`src/rtl/fls_pkg.sv`:
```
package fls_pkg;
  typedef enum logic [1:0] {
    PH_IDLE = 2'd0,
    PH_HOLD = 2'd1,
    PH_STEP = 2'd2
  } fls_phase_e;
endpackage

```
`src/rtl/fls_seq_fsm.sv`:
```
module fls_seq_fsm
  import fls_pkg::*;
#(
  parameter int STEPS    = 6,
  parameter int STEP_CYC = 4,
  parameter int TMO_W    = 16,
  parameter int LVL_W    = $clog2(STEPS + 1),
  parameter int CNT_W    = (TMO_W > $clog2(STEP_CYC + 1)) ? TMO_W : $clog2(STEP_CYC + 1)
) (
  input  logic             clk_i,
  input  logic             rst_ni,
  input  logic             chan_new_i,
  input  logic [TMO_W-1:0] timeout_i,
  output logic [LVL_W-1:0] level_o,
  output logic             active_o,
  output logic             scale_req_o
);
  localparam logic [LVL_W-1:0] LVL_LAST = LVL_W'(STEPS);
  localparam logic [CNT_W-1:0] STEP_RLD = CNT_W'(STEP_CYC - 1);

  fls_phase_e       phase_q, phase_d;
  logic [LVL_W-1:0] lvl_q, lvl_d;
  logic [CNT_W-1:0] cnt_q, cnt_d;
  logic             cnt_zero;

  assign cnt_zero = (cnt_q == '0);

  always_comb begin
    phase_d = phase_q;
    lvl_d   = lvl_q;
    cnt_d   = cnt_q;
    if (chan_new_i) begin
      lvl_d = '0;
      if (timeout_i == '0) begin
        phase_d = PH_STEP;
        cnt_d   = STEP_RLD;
      end else begin
        phase_d = PH_HOLD;
        cnt_d   = CNT_W'(timeout_i) - CNT_W'(1);
      end
    end else begin
      unique case (phase_q)
        PH_HOLD: begin
          if (cnt_zero) begin
            phase_d = PH_STEP;
            cnt_d   = STEP_RLD;
          end else begin
            cnt_d = cnt_q - CNT_W'(1);
          end
        end
        PH_STEP: begin
          if (cnt_zero) begin
            lvl_d = lvl_q + LVL_W'(1);
            cnt_d = STEP_RLD;
            if (lvl_q == LVL_LAST - LVL_W'(1)) begin
              phase_d = PH_IDLE;
              cnt_d   = '0;
            end
          end else begin
            cnt_d = cnt_q - CNT_W'(1);
          end
        end
        default: begin
          phase_d = PH_IDLE;
          lvl_d   = LVL_LAST;
          cnt_d   = '0;
        end
      endcase
    end
  end

  always_ff @(posedge clk_i or negedge rst_ni) begin
    if (!rst_ni) begin
      phase_q <= PH_IDLE;
      lvl_q   <= LVL_LAST;
      cnt_q   <= '0;
    end else begin
      phase_q <= phase_d;
      lvl_q   <= lvl_d;
      cnt_q   <= cnt_d;
    end
  end

  assign level_o     = lvl_q;
  assign active_o    = (phase_q != PH_IDLE);
  assign scale_req_o = (phase_q == PH_STEP) && cnt_zero;


  scale_in_ladder_chk: assert property (@(posedge clk_i) disable iff (!rst_ni)
    scale_req_o |-> (lvl_q < LVL_LAST));


  idle_at_floor_chk: assert property (@(posedge clk_i) disable iff (!rst_ni)
    (phase_q == PH_IDLE) |-> (lvl_q == LVL_LAST));
endmodule

```
`src/rtl/fls_therm_enc.sv`:
```
module fls_therm_enc #(
  parameter int NUM_CELLS = 64,
  parameter int STEPS     = $clog2(NUM_CELLS),
  parameter int LVL_W     = $clog2(STEPS + 1)
) (
  input  logic [LVL_W-1:0]     level_i,
  output logic [NUM_CELLS-1:0] en_o
);
  localparam int CELL_W = $clog2(NUM_CELLS) + 1;

  logic [CELL_W-1:0] cells;

  always_comb begin
    if (int'(level_i) >= STEPS) cells = CELL_W'(1);
    else                        cells = CELL_W'(NUM_CELLS >> level_i);
  end

  for (genvar i = 0; i < NUM_CELLS; i++) begin : g_cell
    if (i == 0) begin : g_floor
      assign en_o[i] = 1'b1;
    end else begin : g_upper
      assign en_o[i] = (CELL_W'(i) < cells);
    end
  end
endmodule

```
`src/rtl/fls_top.sv`:
```
module fls_top #(
  parameter int NUM_CELLS = 64,
  parameter int STEP_CYC  = 4,
  parameter int TMO_W     = 16
) (
  input  logic                 clk_i,
  input  logic                 rst_ni,
  input  logic                 chan_new_i,
  input  logic [TMO_W-1:0]     timeout_i,
  output logic [NUM_CELLS-1:0] cell_en_o,
  output logic                 rsw_close_o,
  output logic                 busy_o,
  output logic                 scale_req_o
);
  localparam int STEPS = $clog2(NUM_CELLS);
  localparam int LVL_W = $clog2(STEPS + 1);

  logic [LVL_W-1:0] level;
  logic             active;

  fls_seq_fsm #(
    .STEPS   (STEPS),
    .STEP_CYC(STEP_CYC),
    .TMO_W   (TMO_W)
  ) u_fsm (
    .clk_i      (clk_i),
    .rst_ni     (rst_ni),
    .chan_new_i (chan_new_i),
    .timeout_i  (timeout_i),
    .level_o    (level),
    .active_o   (active),
    .scale_req_o(scale_req_o)
  );

  fls_therm_enc #(
    .NUM_CELLS(NUM_CELLS),
    .STEPS    (STEPS)
  ) u_enc (
    .level_i(level),
    .en_o   (cell_en_o)
  );

  assign rsw_close_o = active;
  assign busy_o      = active;


  floor_cell_on_chk: assert property (@(posedge clk_i) disable iff (!rst_ni)
    cell_en_o[0] && ((cell_en_o & (cell_en_o + NUM_CELLS'(1))) == '0));


  strobe_wide_chk: assert property (@(posedge clk_i) disable iff (!rst_ni)
    chan_new_i |=> (&cell_en_o) && rsw_close_o && busy_o);


  scale_halves_chk: assert property (@(posedge clk_i) disable iff (!rst_ni)
    (scale_req_o && !chan_new_i) |=>
      ($countones(cell_en_o) * 2 == $countones($past(cell_en_o))));


  en_steady_chk: assert property (@(posedge clk_i) disable iff (!rst_ni)
    (!scale_req_o && !chan_new_i) |=> $stable(cell_en_o));


  open_single_chk: assert property (@(posedge clk_i) disable iff (!rst_ni)
    !rsw_close_o |-> (cell_en_o == NUM_CELLS'(1)));
endmodule

```
`config.mk`:
```
export PLATFORM = sky130hd
export DESIGN_NAME = fls_top
export DESIGN_NICKNAME = d
export VERILOG_FILES = /design/src/rtl/fls_pkg.sv /design/src/rtl/fls_seq_fsm.sv /design/src/rtl/fls_therm_enc.sv /design/src/rtl/fls_top.sv
export SDC_FILE = /design/constraint.sdc
export NUM_CORES = 1
export LEC_CHECK = 0
export ABC_AREA = 1
export BUFFER_PORTS_ARGS = -buffer_cell sky130_fd_sc_hd__buf_2
export CAP_MARGIN = 20
export CELL_PAD_IN_SITES_DETAIL_PLACEMENT = 1
export CELL_PAD_IN_SITES_GLOBAL_PLACEMENT = 1
export CORE_MARGIN = 4
export CORE_UTILIZATION = 34
export CTS_BUF_LIST = sky130_fd_sc_hd__clkbuf_8
export DETAILED_ROUTE_END_ITERATION = 8
export PLACE_DENSITY_LB_ADDON = 0.1
export SLEW_MARGIN = 25
export SYNTH_ARGS = -nofsm -noshare
export SYNTH_HDL_FRONTEND = slang
export SYNTH_SLANG_ARGS = --single-unit
```
`constraint.sdc`:
```
create_clock -name clk_i -period 2.3 [get_ports clk_i]
set_input_delay 0 -clock clk_i [delete_from_list [all_inputs] [get_ports clk_i]]
set_output_delay 0 -clock clk_i [all_outputs]
set_load 0.005 [all_outputs]
```
# Yosys cells after proc, flatten, opt, wreduce, memory -nomap -nowiden
# Index checks and enable logic that the tools add are counted.
[totals]
inputBits = 19
ff_bits = 21
[op_classes]
eq_ne = 7
mux = 16
n_lt_le_gt_ge = 64
n_reduce_logical = 6
shift = 1
add_sub_neg = 3
[ops]
columns = ["operator", "n"]
rows = [
  ["< comparator 6 x 7 -> 1 bit (first input constant)", 32],
  ["< comparator 5 x 7 -> 1 bit (first input constant)", 16],
  ["two-way mux 16 bit", 4],
  ["< comparator 4 x 7 -> 1 bit (first input constant)", 8],
  ["logical NOT 16 bit", 2],
  ["one-hot mux 16 bit (2 select lines)", 1],
  ["subtractor 16 x 1 -> 16 bit (second input constant)", 2],
  ["< comparator 3 x 7 -> 1 bit (first input constant)", 4],
  ["< comparator 2 x 7 -> 1 bit (first input constant)", 2],
  ["two-way mux 2 bit", 6],
  ["!= test 3 x 2 -> 1 bit (second input constant)", 3],
  ["< comparator 1 x 7 -> 1 bit (first input constant)", 1],
  ["two-way mux 7 bit", 1],
  [">> shifter 7 x 3 -> 7 bit (first input constant)", 1],
  ["two-way mux 3 bit", 2],
  ["one-hot mux 3 bit (2 select lines)", 1],
  ["one-hot mux 2 bit (2 select lines)", 1],
  ["adder 3 x 1 -> 3 bit (second input constant)", 1],
  ["== test 3 bit (second input constant)", 1],
  [">= comparator 3 bit (second input constant)", 1],
  ["AND reduction 3 bit", 1],
  ["== test 2 x 1 -> 1 bit (second input constant)", 1],
  ["== test 2 bit (second input constant)", 1],
  ["!= test 2 bit (second input constant)", 1],
  ["3 further kinds", 3],
]

# Depth between registers and ports, before layout
# Gate-level depths: netlist (run 1).
[depth]
word_depth = 5
ltp_mapped = 10
mapped_depth_nobuf = 10

# Hierarchy
# From an unflattened synthesis (run 1), not the netlist that was laid out.
[unflattened]
hier_cells = 344
area_unflattened_um2 = 2232.1
[modules_own_cells]
columns = ["mod", "n_inst", "cells_per_inst", "area_per_inst_um2", "seq_area_each_um2"]
rows = [
  ["fls_seq_fsm", 1, 266, 1826.8, 528.0],
  ["fls_therm_enc", 1, 77, 397.9, 0.0],
  ["fls_top", 1, 1, 7.5, 0.0],
]

# Least setup slack after synthesis (run 1)
# No wires, ideal clock.
[synth_path]
kind = "register to output"
start = "register u_fsm.lvl_q[2] (netlist: u_fsm.level_o[2])"
end = "output cell_en_o[48]"
required_time_ns = 2.300
arrival_time_ns = 1.723
slack_ns = 0.577
path_stages_with_launch = 8
cell_sequence = "dfstp_2 clkbuf_1 buf_2 inv_1 ha_1 clkbuf_1 nand3_1 a21oi_1"
[synth_via]
elab_chain_cells = 3
word_cells_on_any_way = 4
cone_classes = "order compare: 2; shift: 1; mux: 1"
[synth_lines]
columns = ["item", "line_no", "text"]
rows = [
  ["start: declaration", "fls_seq_fsm.sv:22", "logic [LVL_W-1:0] lvl_q, lvl_d;"],
  ["start signal: assignment", "fls_seq_fsm.sv:79", "lvl_q <= lvl_d;"],
  [">= comparator 3 bit / >> shifter 7 x 3 -> 7 bit (equally long branches)", "fls_therm_enc.sv:14, fls_therm_enc.sv:15", ""],
  ["two-way mux 7 bit *", "fls_therm_enc.sv:14", "if (int'(level_i) >= STEPS) cells = CELL_W'(1);"],
  ["< comparator 6 x 7 -> 1 bit *", "fls_therm_enc.sv:22", "assign en_o[i] = (CELL_W'(i) < cells);"],
  ["end: declaration", "fls_top.sv:10", "output logic [NUM_CELLS-1:0] cell_en_o,"],
]
# Every way passes the cells marked *; elsewhere a longest branch is shown, timed or not.

# Worst setup path in the final report (run 1)
[layout_path]
start = "register u_fsm.lvl_q[1] (netlist: u_fsm.level_o[1])"
end = "output cell_en_o[53]"
# Same word-level chain as after synthesis.

==> results of run 1 <==
-- through the flow --
step | worst slack (ns) | cells | cell area [um2] | total power (uW)
floorplan | 0.5771 | 329 | 2171 | 1246
global placement | 0.5900 | 464 | 2544 | 1617
detailed placement | 0.5114 | 464 | 2544 | 1635
CTS | 0.2190 | 469 | 2599 | 1878
global route | 0.07031 | 469 | 2599 | 2042
finish | 0.2325 | 469 | 2599 | 1843
-- cells by family (layout without fill, tap and decap cells) --
group | count (synthesis) | after routing | share of synthesized area (%)
buf+inv | 65 | 130 | 14.18
xor+xnor | 18 | 18 | 7.262
fa+ha+maj | 11 | 11 | 6.340
compound gates | 40 | 40 | 10.89
flops | 21 | 21 | 24.32
other cells | 1 | 1 | 0.1727
simple gates | 173 | 173 | 36.83
-- worst register-to-register path, delay by kind of cell (launching register included) --
family                   cells  cell delay, ns
buffers and inverters        2            0.17
adder cells (fa/ha/maj)      1            0.22
flip-flops                   1            0.41
AND/OR/NAND/NOR              5            0.63
AO/OA/AOI/OAI                1            0.06
-- worst max-delay path by stage --
| stage | startpoint | endpoint | cells past startpoint |
|---|---|---|---|
| 2_1_floorplan | u_fsm.level_o[2] | cell_en_o[48] | 7 |
| 3_3_place_gp | u_fsm.level_o[1] | cell_en_o[49] | 5 |
| 3_5_place_dp | u_fsm.level_o[1] | cell_en_o[53] | 5 |
| 4_1_cts | u_fsm.level_o[1] | cell_en_o[53] | 5 |
| 5_1_grt | u_fsm.level_o[1] | cell_en_o[55] | 5 |
| 6_report | u_fsm.level_o[1] | cell_en_o[53] | 5 |
-- placed cells by master (no fill, tap or decap) --
master	netlist	layout
a21o_1	2	2
a21oi_1	12	12
a21oi_2	1	1
a21oi_4	1	1
a31oi_1	7	7
buf_2	1	84
buf_4	16	2
clkbuf_8	0	3
clkinv_1	1	1
conb_1	1	1
dfrtp_1	19	19
dfstp_2	2	2
dlygate4sd3_1	0	1
ha_1	11	11
inv_1	34	35
inv_2	3	3
inv_4	1	1
nand2_1	69	69
nand2_2	3	3
nand2_4	3	3
nand3_1	23	23
nand3_2	5	5
nand3b_1	1	1
nand4_1	1	1
nor2_1	57	56
nor2_2	6	7
nor2_4	2	2
nor2_8	1	1
nor3_1	1	1
nor3_2	1	1
o21ai_0	7	7
o21ai_1	5	5
o21bai_1	1	1
o22ai_1	4	4
xnor2_1	8	8
xor2_1	10	10
-- synth_stat cells (2+ instances only) --
library cell,instances
nand2_4,3
nand3_1,23
a21o_1,2
inv_2,3
nor2_2,6
nand2_2,3
o22ai_1,4
a21oi_1,12
o21ai_0,7
nand2_1,69
dfstp_2,2
dfrtp_1,19
nor2_1,57
xor2_1,10
inv_1,34
xnor2_1,8
nand3_2,5
clkbuf_1,9
a31oi_1,7
nor2_4,2
ha_1,11
o21ai_1,5
buf_4,16
-- flip-flops by register name, indices dropped and copies added (netlist names) --
| name | cells |
|---|---|
| u_fsm.phase_q | 2 |
| u_fsm.level_o | 3 |
| u_fsm.cnt_q | 16 |
-- power by group through the flow --
| stage | sequential, uW | combinational [uW] | clock, uW |
|---|---|---|---|
| 6_report | 526 | 1080 | 233 |
| 5_1_grt | 541 | 1250 | 256 |
| 4_1_cts | 526 | 1110 | 243 |
| 3_5_place_dp | 533 | 1100 | 0 |
| 3_3_place_gp | 527 | 1090 | 0 |
| 2_1_floorplan | 483 | 763 | 0 |
-- layout make-up --
type | instances | area [um2] | share of cell area (%)
clock buffers | 3 | 41.29 | 1.589
clock inverters | 1 | 3.754 | 0.1444
inverters | 39 | 148.9 | 5.729
multi-input cells | 243 | 1338 | 51.47
flip-flops and latches | 21 | 528.0 | 20.32
well taps | 75 | 93.84 | 3.611
repair buffers | 87 | 445.4 | 17.14
-- routing by layer --
| layer | track usage (%) | wire [um] |
|---|---|---|
| met3 | 1.881 | 611 |
| met1 | 18.13 | 2552 |
| met5 | 0 | 0 |
| met4 | 4.184 | 36 |
| met2 | 26.85 | 2542 |
-- timing repair --
action | CTS | global route
endpoints found under the hold margin | 19 | 0
hold buffers | 1 | 0
buffers inserted | 0 | 0
==> run metrics, run 1 <==
headroom to the max-slew limit=48.30%; switching part of the total=44.49%; diodes inserted=0; worst vdd ir=360.7 uV; Critical Path Source Type=flip-flop; CP max stage delay=0.69 ns; Final #Nets=425; async set or reset register ratio after synthesis=100.0%; CTS tree=yes; share of the yosys chip area belonging to registers=24.32%; count of endpoints failing setup in the final report=0; final hold violations=0; Remaining Overflow, GRT=0; antenna-violating nets left=0; part of the total power dissipated in combinational logic=58.8%; Worst path most repeated cell=ha_1; Yosys top cell area share=21.90%; launch instance of the worst register-to-register path=u_fsm.cnt_q[0]; initial core utilization=35.82%; endpoint of the worst hold path=u_fsm.cnt_q[0]; Clock Pin Slew Worst Setup and Hold Paths=0.07 ns; number of DRC markers in iteration 0=48; GP Congestion=0.7722; Floorplan Core Area=0.006061 mm2; CP max-delay cell=dfstp_2; Synth area leaders=dfrtp_1 (22%), nand2_1 (12%), nor2_1 (9.9%), ha_1 (6.3%), inv_1 (5.9%); result of the run=completed; internal portion of total power=1023 uW; Seq pwr share=28.5%; Tmin final=2.068 ns; H-tree Lvls=1; via count of the first global-routing pass=2,129; number of gates resized after CTS=0; input/output buffers=84; beginning of the worst hold path=timeout_i[0]; number of remaining DRC errors=0; upper clock frequency limit=0.4837 GHz; crit-path cells=ha_1, ha_1, nand3_1, a21oi_1, buf_2; Data arrival, critical path=2.07 ns; detail-routed via count per cell=4.697; Die Outline Area=0.007727 mm2; #FFs+latches synth=21; number of distinct standard cells referenced by the synthesized netlist=35; final standard cell utilization of the core=42.88%; number of enable-type register cells in the synthesized netlist=0; critical path endpoint category=output port; static leakage power=0.001416 uW; root cell of the clock tree=clkbuf_8; average wire per cell in the routed design=12.24 um; max-slew violations=0; clock latency at the later pin of the worst-skew pair=0.25 ns; part of the cycle the worst path needs=89.89%; maximum number of pins on one net before global-route repair=33; number of rows in the core area=28; maximum fanout along the worst path=16; height of the chip=87.91 um; total power density per cell area=709.0 mW/mm2; Worst-Margin Slew=0.7727 ns; filler cell count in the final layout=841; overall track demand over capacity in global routing=14.76%; Buffers & Inverters on Critical Path=1; first-pass GRT wire length=9.377 mm; mean cell area of the mapped netlist=6.598 um2; critical path data required time=2.30 ns; layout-stage area growth over the synthesis result=19.71%; Setup Skew=0.001277 ns; sink count of the clock tree=21; final wirelength=5.742 mm; net load switching power=819.9 uW; top cell type by total area after synthesis=dfrtp_1; worst hold path class=in2reg; ys flop type=dfrtp_1; total via count after detailed routing=2,203; Crit Reg-Reg Endpoint=u_fsm.cnt_q[7]; sum of negative setup slack=0 ns; length in cells of the worst reg-to-reg path=9; CTS buffer count=3; Worst Hold Path Cells=4; buffer levels on the longest clock path=2; io pins=86; tightest hold margin=0.02445 ns; gate family responsible for the most delay along the worst path=flip-flops; share of final-layout standard cells stronger than drive strength 1=30.20%; kind of critical path=reg2out; worst-case register-to-register setup slack=0.70 ns; number of antenna violations at the first check in global routing=0; setup repair after global routing missed its margin=no; gate count of the mapped netlist=329; width of the die=87.91 um; power share of the clock group=12.6%; HPWL after DPL=4.766 mm; detailed-routing iteration count for the pre-antenna-repair pass=4; number of maximum-capacitance constraint violations=0; combined area of all synthesized cells=0.002171 mm2; yosys synthesis warning count=0; Syn Nets=359
No activity file was read; power rests on OpenSTA's default activity.
==> run 2, diff against run 1 <==
==> constraint.sdc (replaced) <==
create_clock -name clk_i -period 2 [get_ports clk_i]
set_input_delay 0 -clock clk_i [delete_from_list [all_inputs] [get_ports clk_i]]
set_output_delay 0 -clock clk_i [all_outputs]
set_load 0.005 [all_outputs]
==> run 2 against run 1 <==
  * Clock skew increased by 0.013 ns
  * Sequential power increased by 8.7%
  * Combinational power rose by 23%
  * Cell count is 1.1% higher
  * Power increased by 19%
  * Worst hold slack better by 0.0051 ns
  * Sequential cell count did not move
  * Critical path depth increased by 1
  * Via count rose by 0.45%
  * Sequential share of layout area fell by 0.42 points
  * Worst setup slack got worse by 0.074 ns
  * Wire length up 3.7%
  * Largest power group unchanged
  * Highest routed layer unchanged
==> run metrics, run 2 (synthesis results as in run 1) <==
result of the run=completed; via count of the first global-routing pass=2,048; gate family responsible for the most delay along the worst path=flip-flops; part of the cycle the worst path needs=92.08%; antenna-violating nets left=0; Critical Path Source Type=flip-flop; number of flip-flops in the largest register=16; sink count of the clock tree=21; final hold violations=0; average wire per cell in the routed design=12.57 um; final wirelength=5.956 mm; HPWL after DPL=4.824 mm; maximum fanout along the worst path=32; worst hold path class=in2reg; Tmin final=1.842 ns; worst-case register-to-register setup slack=0.39 ns; io pins=86; length in cells of the worst reg-to-reg path=9; crit-path cells=inv_1, ha_1, nor2_2, buf_6, a21oi_1, buf_2; CP max stage delay=0.64 ns; sum of negative setup slack=0 ns; Finished Layout Cells=474; diodes inserted=0; Data arrival, critical path=1.84 ns; CTS buffer count=3; Final #Nets=430; total via count after detailed routing=2,213; critical path data required time=2.00 ns; width of the die=87.91 um; H-tree Lvls=1; root cell of the clock tree=clkbuf_8; total power density per cell area=826.0 mW/mm2; overall track demand over capacity in global routing=15.07%; endpoint of the worst hold path=u_fsm.cnt_q[12]; Setup Skew=0.01384 ns; share of final-layout standard cells stronger than drive strength 1=31.83%; max-slew violations=0; maximum number of pins on one net before global-route repair=33; number of maximum-capacitance constraint violations=0; count of endpoints failing setup in the final report=0; buffer levels on the longest clock path=2; Die Outline Area=0.007727 mm2; launch instance of the worst register-to-register path=u_fsm.cnt_q[0]; worst vdd ir=324.5 uV; Buffers & Inverters on Critical Path=3; Clock Pin Slew Worst Setup and Hold Paths=0.09 ns; critical path endpoint category=output port; number of remaining DRC errors=0; Floorplan Core Area=0.006061 mm2; setup repair after global routing missed its margin=no; register with the most flip-flops=u_fsm.cnt_q; initial core utilization=35.82%; height of the chip=87.91 um; input/output buffers=84; number of antenna violations at the first check in global routing=0; detail-routed via count per cell=4.669; Remaining Overflow, GRT=0; tightest hold margin=0.02953 ns; detailed-routing iteration count for the pre-antenna-repair pass=4; beginning of the worst hold path=timeout_i[12]; CTS tree=yes; Crit Reg-Reg Endpoint=u_fsm.cnt_q[14]; Worst Hold Path Cells=3; layout-stage area growth over the synthesis result=22.25%; first-pass GRT wire length=9.425 mm; static leakage power=0.001438 uW; leading cell type in the layout, fill and taps excluded=buf_2; GP Congestion=0.7949; number of rows in the core area=28; kind of critical path=reg2out; CP max-delay cell=dfstp_2; placed cell count=466; commonest non-fill, non-tap cells in the layout=buf_2 (84), nand2_1 (69), nor2_1 (55), inv_1 (34), nand3_1 (22); upper clock frequency limit=0.5430 GHz; clock latency at the later pin of the worst-skew pair=0.27 ns; number of DRC markers in iteration 0=42
run 2: changes by cell type in the layout (fill, tap and decap cells not counted), sizes merged:
cell	delta
dlygate4sd3	+1
buf	+4
inv	-1
clkinv	+1
run 2: stage by stage:
step                      utilization (%)  setup WS (ns)  instance area [um2]  total power, uW
after global routing                43.79        0.04004                 2654             2412
after global placement              42.22         0.2829                 2559             1881
after CTS                           43.44      0.0007392                 2633             2212
after floorplan                         -         0.2771                 2171             1433
after detailed placement            42.22         0.2103                 2559             1905
final                               43.79         0.1584                 2654             2192
run 2: timing repair:
action,CTS,global route
gates resized for setup,2,2
endpoints found under the hold margin,20,0
setup endpoints to repair,8,32
buffers inserted,0,2
hold buffers,2,0
run 2: worst max-delay path by stage:
stage	end	cells past startpoint	start	slack (ns)
3_3_place_gp	cell_en_o[53]	5	u_fsm.level_o[1]	0.28
4_1_cts	cell_en_o[49]	5	u_fsm.level_o[1]	0.0007
2_1_floorplan	cell_en_o[48]	7	u_fsm.level_o[2]	0.28
6_report	cell_en_o[49]	6	u_fsm.level_o[1]	0.16
5_1_grt	cell_en_o[55]	6	u_fsm.level_o[1]	0.04
3_5_place_dp	cell_en_o[49]	5	u_fsm.level_o[1]	0.21
run 2: tightest hold or removal path, cell delays in order:
cell	delay (ns)
buf_2	0.10
xor2_1	0.06
o21ai_1	0.10
run 2: per-layer routing:
layer | up-vias | GRT usage, % | wire length, um
li1 | 1152 | - | -
met3 | 5 | 2.164 | 604
met1 | 973 | 18.63 | 2648
met5 | - | 0 | 0
met4 | 0 | 4.184 | 57
met2 | 83 | 27.12 | 2646
run 2: power breakdown:
part,total (uW),switching [uW],internal [uW]
Combinational,1330,758,573
Sequential,572,74.9,498
Clock,288,149,139
run 2: final cells by class:
type                    instances  area (um2)
fillers                       832        3407
multi-input cells             243        1348
flip-flops and latches         21       528.0
repair buffers                 92       489.2
inverters                      39       148.9
well taps                      75       93.84
clock buffers                   3       41.29
clock inverters                 1       5.005
==> run 3, diff against run 2 <==
--- a/config.mk
+++ b/config.mk
@@ -15,6 +15,7 @@
 export CTS_BUF_LIST = sky130_fd_sc_hd__clkbuf_8
 export DETAILED_ROUTE_END_ITERATION = 8
 export PLACE_DENSITY_LB_ADDON = 0.1
+export SETUP_SLACK_MARGIN = 0.02
 export SLEW_MARGIN = 25
 export SYNTH_ARGS = -nofsm -noshare
 export SYNTH_HDL_FRONTEND = slang
==> constraint.sdc (replaced) <==
create_clock -name clk_i -period 2.11 [get_ports clk_i]
set_input_delay 0 -clock clk_i [delete_from_list [all_inputs] [get_ports clk_i]]
set_output_delay 0 -clock clk_i [all_outputs]
set_load 0.005 [all_outputs]
==> run 3 against run 2 <==
  * Sequential cell count did not move
  * Sequential power decreased by 3.5%
  * The flow now finishes with violations (hold timing)
  * Combinational power down 8%
  * Largest power group unchanged
  * Sequential share of layout area grew 0.26 points
  * Power down 6.6%
  * Die area did not move
==> run metrics, run 3 (synthesis results as in run 1) <==
result of the run=complete, but fails checks; violations in the final reports=hold timing; share of final-layout standard cells stronger than drive strength 1=31.14%; io pins=86; number of maximum-capacitance constraint violations=0; commonest non-fill, non-tap cells in the layout=buf_2 (84), nand2_1 (69), nor2_1 (55), inv_1 (35), nand3_1 (22); endpoint of the worst hold path=u_fsm.cnt_q[0]; maximum number of pins on one net before global-route repair=33; GP Congestion=0.7812; layout-stage area growth over the synthesis result=20.69%; tightest hold margin=-0.0006433 ns; root cell of the clock tree=clkbuf_8; first-pass GRT wire length=9.715 mm; total power density per cell area=781.2 mW/mm2; Critical Path Source Type=flip-flop; average wire per cell in the routed design=12.77 um; final wirelength=6.003 mm; M2 GR Usage=27.95%; Setup Skew=0.002146 ns; upper clock frequency limit=0.5197 GHz; met3 routing resource usage after global routing=2.164%; number of rows in the core area=28; met1 usage in global routing=18.79%; Tmin final=1.924 ns; number of flip-flops in the largest register=16; register with the most flip-flops=u_fsm.cnt_q; total via count after detailed routing=2,222; input/output buffers=84; most used routing layer in global routing=met2; H-tree Lvls=1; setup repair after global routing missed its margin=no; buffers inserted by post-CTS timing repair=0; kind of critical path=reg2out; worst vdd ir=351.2 uV; height of the chip=87.91 um; sink count of the clock tree=21; clock latency at the later pin of the worst-skew pair=0.26 ns; diodes inserted=0; critical path endpoint category=output port; Clock Pin Slew Worst Setup and Hold Paths=0.08 ns; worst-case register-to-register setup slack=0.46 ns; leading cell type in the layout, fill and taps excluded=buf_2; CTS tree=yes; Data arrival, critical path=1.92 ns; beginning of the worst hold path=timeout_i[0]; static leakage power=0.001421 uW; number of remaining DRC errors=0; Floorplan Core Area=0.006061 mm2; Worst Hold Path Cells=4; filler cell count in the final layout=841; number of antenna violations at the first check in global routing=0; Remaining Overflow, GRT=0; number of DRC markers in iteration 0=61; max-slew violations=0; Die Outline Area=0.007727 mm2; final hold violations=1; via count of the first global-routing pass=2,117; critical path data required time=2.11 ns; HPWL after DPL=4.948 mm; part of the cycle the worst path needs=91.19%; buffer levels on the longest clock path=2; length in cells of the worst reg-to-reg path=8; Crit Reg-Reg Endpoint=u_fsm.phase_q[1]; width of the die=87.91 um; detail-routed via count per cell=4.728; count of endpoints failing setup in the final report=0; detailed-routing iteration count for the pre-antenna-repair pass=4; CTS buffer count=3; worst hold path class=in2reg; launch instance of the worst register-to-register path=u_fsm.level_o[1]; sum of negative setup slack=0 ns; maximum fanout along the worst path=16; overall track demand over capacity in global routing=15.36%; antenna-violating nets left=0; Final #Nets=426; Pwr Total=2047 uW; initial core utilization=35.82%
-- run 3: cell count changes in the layout (fill, tap and decap cells not counted) --
cell           delta
buf_4             -3
clkinv_2          -1
dlygate4sd3_1     -1
inv_1             +1
-- run 3: critical path, cell delays in order, from the launching register on --
cell and delay, ns:
dfstp_2 0.70, ha_1 0.20, ha_2 0.26, nand3_2 0.20
a21oi_1 0.17, buf_2 0.13
-- run 3: timing repair --
| item | CTS | global route |
|---|---|---|
| gates resized for setup | 0 | 4 |
| setup endpoints to repair | 0 | 32 |
| endpoints found under the hold margin | 19 | 0 |
| hold buffers | 1 | 0 |
-- run 3: layout make-up --
class	instances	area, um2	area share [%]
inverters	39	148.9	5.683
repair buffers	88	456.7	17.43
clock buffers	3	41.29	1.576
multi-input cells	243	1348	51.43
flip-flops and latches	21	528.0	20.15
clock inverters	1	3.754	0.1433
well taps	75	93.84	3.582
-- run 3: through the flow --
stage                     hold WS, ns  utilization, %  cell area, um2  cells  setup WS, ns
after global placement      -0.006504           42.09            2551    465        0.3950
final                      -0.0006433           43.23            2620    470        0.1858
after global routing          0.01997           43.23            2620    470       0.03986
after floorplan               -0.2956               -            2171    329        0.3871
after CTS                   0.0005516           43.00            2606    470       0.02107
after detailed placement   -0.0009108           42.09            2551    465        0.3127
-- run 3: worst max-delay path by stage --
stage          cells past startpoint            end        startpoint
2_1_floorplan                      7  cell_en_o[48]  u_fsm.level_o[2]
3_3_place_gp                       5  cell_en_o[49]  u_fsm.level_o[1]
3_5_place_dp                       5  cell_en_o[53]  u_fsm.level_o[1]
4_1_cts                            5  cell_en_o[53]  u_fsm.level_o[1]
5_1_grt                            5  cell_en_o[55]  u_fsm.level_o[1]
6_report                           5  cell_en_o[54]  u_fsm.level_o[1]
-- run 3: layer usage --
layer | vias to the layer above | wire length, um
met5 | - | 0
met4 | 0 | 57
met3 | 5 | 600
met2 | 79 | 2747
met1 | 991 | 2597
li1 | 1147 | -
-- run 3: power by group --
part	switching [uW]	internal, uW
logic	707	522
registers	79.9	472
clock network	135	130
